## src/rtl/nco_clk_bank.sv

```systemverilog
module nco_clk_bank #(
  parameter int NUM_GEN = 4,
  parameter int ACC_W   = 32,
  localparam int IDX_W  = (NUM_GEN > 1) ? $clog2(NUM_GEN) : 1
) (
  input  logic               clk,
  input  logic               rst,
  input  logic               wr_en,
  input  logic [IDX_W-1:0]   wr_idx,
  input  logic [ACC_W-1:0]   wr_data,
  output logic [NUM_GEN-1:0] clk_out
);

  logic [ACC_W-1:0] inc_q [NUM_GEN];
  logic [ACC_W-1:0] acc_q [NUM_GEN];

  for (genvar g = 0; g < NUM_GEN; g++) begin : g_gen
    wire sel = wr_en && (wr_idx == IDX_W'(g));
    wire idle = (inc_q[g] == '0);

    always_ff @(posedge clk) begin
      if (rst)      inc_q[g] <= '0;
      else if (sel) inc_q[g] <= wr_data;
    end

    always_ff @(posedge clk) begin
      if (rst || idle) acc_q[g] <= '0;
      else             acc_q[g] <= acc_q[g] + inc_q[g];
    end

    assign clk_out[g] = acc_q[g][ACC_W-1];
  end

endmodule

```

## config.mk

```make
export PLATFORM = sky130hd
export DESIGN_NAME = nco_clk_bank
export DESIGN_NICKNAME = d
export VERILOG_FILES = /design/src/rtl/nco_clk_bank.sv
export SDC_FILE = /design/constraint.sdc
export NUM_CORES = 1
export LEC_CHECK = 0
export CAP_MARGIN = 20
export CORE_MARGIN = 5
export CORE_UTILIZATION = 60
export DETAILED_ROUTE_END_ITERATION = 10
export MAX_ROUTING_LAYER = met4
export PLACE_DENSITY = 0.76
export SETUP_SLACK_MARGIN = 0.2
export SYNTH_ARGS = -nofsm -noshare
export SYNTH_HDL_FRONTEND = slang
export SYNTH_SLANG_ARGS = --single-unit
```

## constraint.sdc

```tcl
create_clock -name clk -period 3.21 [get_ports clk]
set_input_delay 0.4815 -clock clk [delete_from_list [all_inputs] [get_ports clk]]
set_output_delay 0.4815 -clock clk [all_outputs]
set_load 0.05 [all_outputs]
```

==> metrics.csv <==
stage,metric,value,unit
cts,cts_tree,built,
global_route,grt_pass1_vias,10700,
timing,drv_slew,0,
worst_setup_path,cp_slowest_stage_delay,430,ps
route,drc,0,
cts,numClockSinks,256,
worst_setup_path,path_cells,ha_1 -> fa_1 -> a21oi_2 -> nor3_1 -> o41ai_2 -> buf_4 -> a211oi_2 -> o311ai_2 -> a21oi_1 -> o22ai_1 -> mux2i_1,
timing,final.period_utilization,0.888,
cts,clkTransAtPathRegs,60,ps
place,gp_routability_congestion,0.941,
final_layout,drive_gt1_frac,0.0706,
cts,h-tree-depth,1,
floorplan,rows,57,
timing,finalSetupTns,0,ps
synth,ys.warnings.count,0,
cts,postCtsHoldBufs,0,
floorplan,num_io_pins,41,
final_layout,final_common_cell,and2_1,
floorplan,start_util,0.604,
cts,numCtsBuffers,28,
power,clock_power_share,0.235,
cts,clockBufferDepth,3,
route,drt_iter0_drc,783,
timing,relSlewSlack,0.607,
run_status,status,"complete, no violations",
floorplan,core-area,24100,sq um
final_layout,syn_to_final_growth,12.4,%
global_route,grt_use_total,0.252,
flow_run,maxCapViolations,0,
worst_hold_path,hp-class,flip-flop to flip-flop,
place,placed_area,15400,sq um
synth,netlist_instances,1475,
worst_setup_path,worst_setup_path_start_kind,flip-flop,
synth,synth_flop_cell,edfxtp_1,
final_layout,layout_common_cells,"and2_1, nor2_1, dfxtp_1, edfxtp_1, ha_1",
floorplan,fp.dieH,166,microns
power,p_int,8.74,mW
global_route,grt_max_degree,33,
worst_setup_path,critPathCaptureType,flip-flop,
synth,synth_edf_count,128,
timing,hold_viol_final,0,
route,dr.pass1.iters,5,
route,wl,34.6,mm
place,dp_hpwl,25.0,mm
final_layout,postLayoutCellArea,16400,sq um
timing,fmax,351,MHz
power,p_per_area,843,nW/um^2
synth,synth_seq_cells,256,
synth,synth_nets,1640,
floorplan,die_w,166,microns
power,p_sw_frac,0.366,
place,buffer_ports.inserted,40,
power,leakagePower,6.82,nW
worst_setup_path,crit_path_top_delay_cell,fa_1,
global_route,gr-total-overflow,0,
worst_setup_path,critical_path_required,3690,ps
final_layout,layout.nets,1688,
synth,synth_area_per_cell,9.87,sq um
power,power.net_switching,5.05,mW
synth,synthArstFlopShare,0,
floorplan,dieArea,27500,sq um
worst_setup_path,path_class,flip-flop to flip-flop,
global_route,grt_pass1_wl,55.3,mm
route,ant_nets,0,
cts,clk_latency,550,ps
power,p_comb_frac,0.433,
timing,tightestPinTransition,575,ps
global_route,antenna_found_initial,3,
final_layout,num_antenna_cells,0,
route,wire_per_inst,18.5,microns
timing,skew,19.2,ps
timing,worst_hold_slack,554,ps
power,p_seq_frac,0.332,
synth,yosysSeqAreaShare,0.440,
worst_setup_path,arrival,3330,ps
cts,cts-root-buf,clkbuf_16,
route,vias,11200,
timing,rsz0062_at_grt,yes,
power,ir_drop,569,uV
synth,synth_cell_types,79,
route,vias_per_cell,5.98,
worst_setup_path,crit_fanout,3,
timing,setup_viol,0,
timing,period_minus_slack,2850,ps
synth,syn_area,14600,sq um
registers in the layout, summed over array words and instances (netlist names):
name	flops
inc_q	128
acc_q	128
Yosys cell counts (9+ instances only):
library cell  count  share of area
and2_1          144          0.062
nor2_1          137          0.035
dfxtp_1         128           0.18
edfxtp_1        128           0.26
ha_1            124           0.11
a21oi_1         103          0.035
nand2_1          77          0.020
a21o_1           53          0.027
xnor2_1          49          0.029
o21ai_0          45          0.015
inv_1            40          0.010
xor2_1           38          0.023
nor3_1           35          0.012
nor4_1           34          0.015
clkbuf_1         30         0.0077
o21bai_1         30          0.015
nand4_1          25          0.011
a211oi_1         19         0.0098
o21a_1           19         0.0098
nand3_1          18         0.0062
o21ai_1          16         0.0055
and3_1           15         0.0064
a31oi_1          10         0.0043
nand2b_1         10         0.0043
nor2b_1           9         0.0039
nor3b_1           9         0.0046
power groups by stage:
| stage | Combinational (mW) | Clock [mW] | Sequential [mW] |
|---|---|---|---|
| floorplan | 4.79 | 0 | 4.51 |
| global placement | 5.66 | 0 | 4.61 |
| detailed placement | 5.82 | 0 | 4.63 |
| CTS | 5.89 | 3.30 | 4.58 |
| global route | 6.70 | 3.44 | 4.64 |
| finish | 5.97 | 3.25 | 4.58 |
routing by layer:
metal | track usage | vias to the layer above | wire length (microns) | part of all wire
li1 | - | 5511 | - | -
met1 | 0.341 | 5280 | 15500 | 0.45
met2 | 0.396 | 304 | 15700 | 0.45
met3 | 0.0338 | 75 | 2180 | 0.063
met4 | 0.0825 | 0 | 1190 | 0.034
met5 | - | - | 0 | 0
through the flow:
stage | instances | util | power, mW | worst slack (ps)
2_1_floorplan | 1475 | - | 9.30 | 467
3_3_place_gp | 1815 | 0.637 | 10.3 | 270
3_5_place_dp | 1815 | 0.637 | 10.4 | 150
4_1_cts | 1866 | 0.676 | 13.8 | 211
5_1_grt | 1868 | 0.679 | 14.8 | 175
6_report | 1868 | 0.679 | 13.8 | 360
area by class of cell:
cell class	instances	area, sq um
Multi-Input combinational cell	1135	7890
Fill cell	1940	7750
Sequential cell	256	6410
Clock buffer	38	779
Timing Repair Buffer	61	578
Tap cell	324	405
Inverter	41	154
Clock inverter	13	145
what timing repair did:
action / in CTS / in global routing
setup endpoints to repair: 2 / 10
pin swaps: 1 / 4
resized for setup: 1 / 6
setup buffers: 0 / 1
final timing paths:
check / startpoint / end / slack, ps / cells past startpoint
worst max-delay path: inc_q[3][0]$_SDFFCE_PN0P_ / acc_q[3][28]$_SDFF_PP0_ / 360 / 11
worst min-delay path: acc_q[3][0]$_SDFF_PP0_ / acc_q[3][0]$_SDFF_PP0_ / 550 / 2
worst min register to register: acc_q[3][0]$_SDFF_PP0_ / acc_q[3][0]$_SDFF_PP0_ / 550 / 2
worst max register to register: inc_q[3][0]$_SDFFCE_PN0P_ / acc_q[3][28]$_SDFF_PP0_ / 360 / 11
logic make-up (layout without fill, tap and decap cells):
logic type               Yosys count  in the layout  synth area share
multiplexers                       6              6           0.00421
buffers and inverters             84            153            0.0230
flip-flops                       256            256             0.440
adder cells (fa/ha/maj)          128            128             0.112
AO/OA/AOI/OAI                    373            373             0.174
XOR/XNOR                          87             87            0.0524
AND/OR/NAND/NOR                  541            541             0.194
critical path: cells and delay by family (launching register included):
family	cells	cell delay [ps]
flops	1	410
compound gates	6	1220
fa+ha+maj	2	670
buf+inv	1	180
simple gates	1	100
mux	1	190
(Power assumes the default switching activity.)
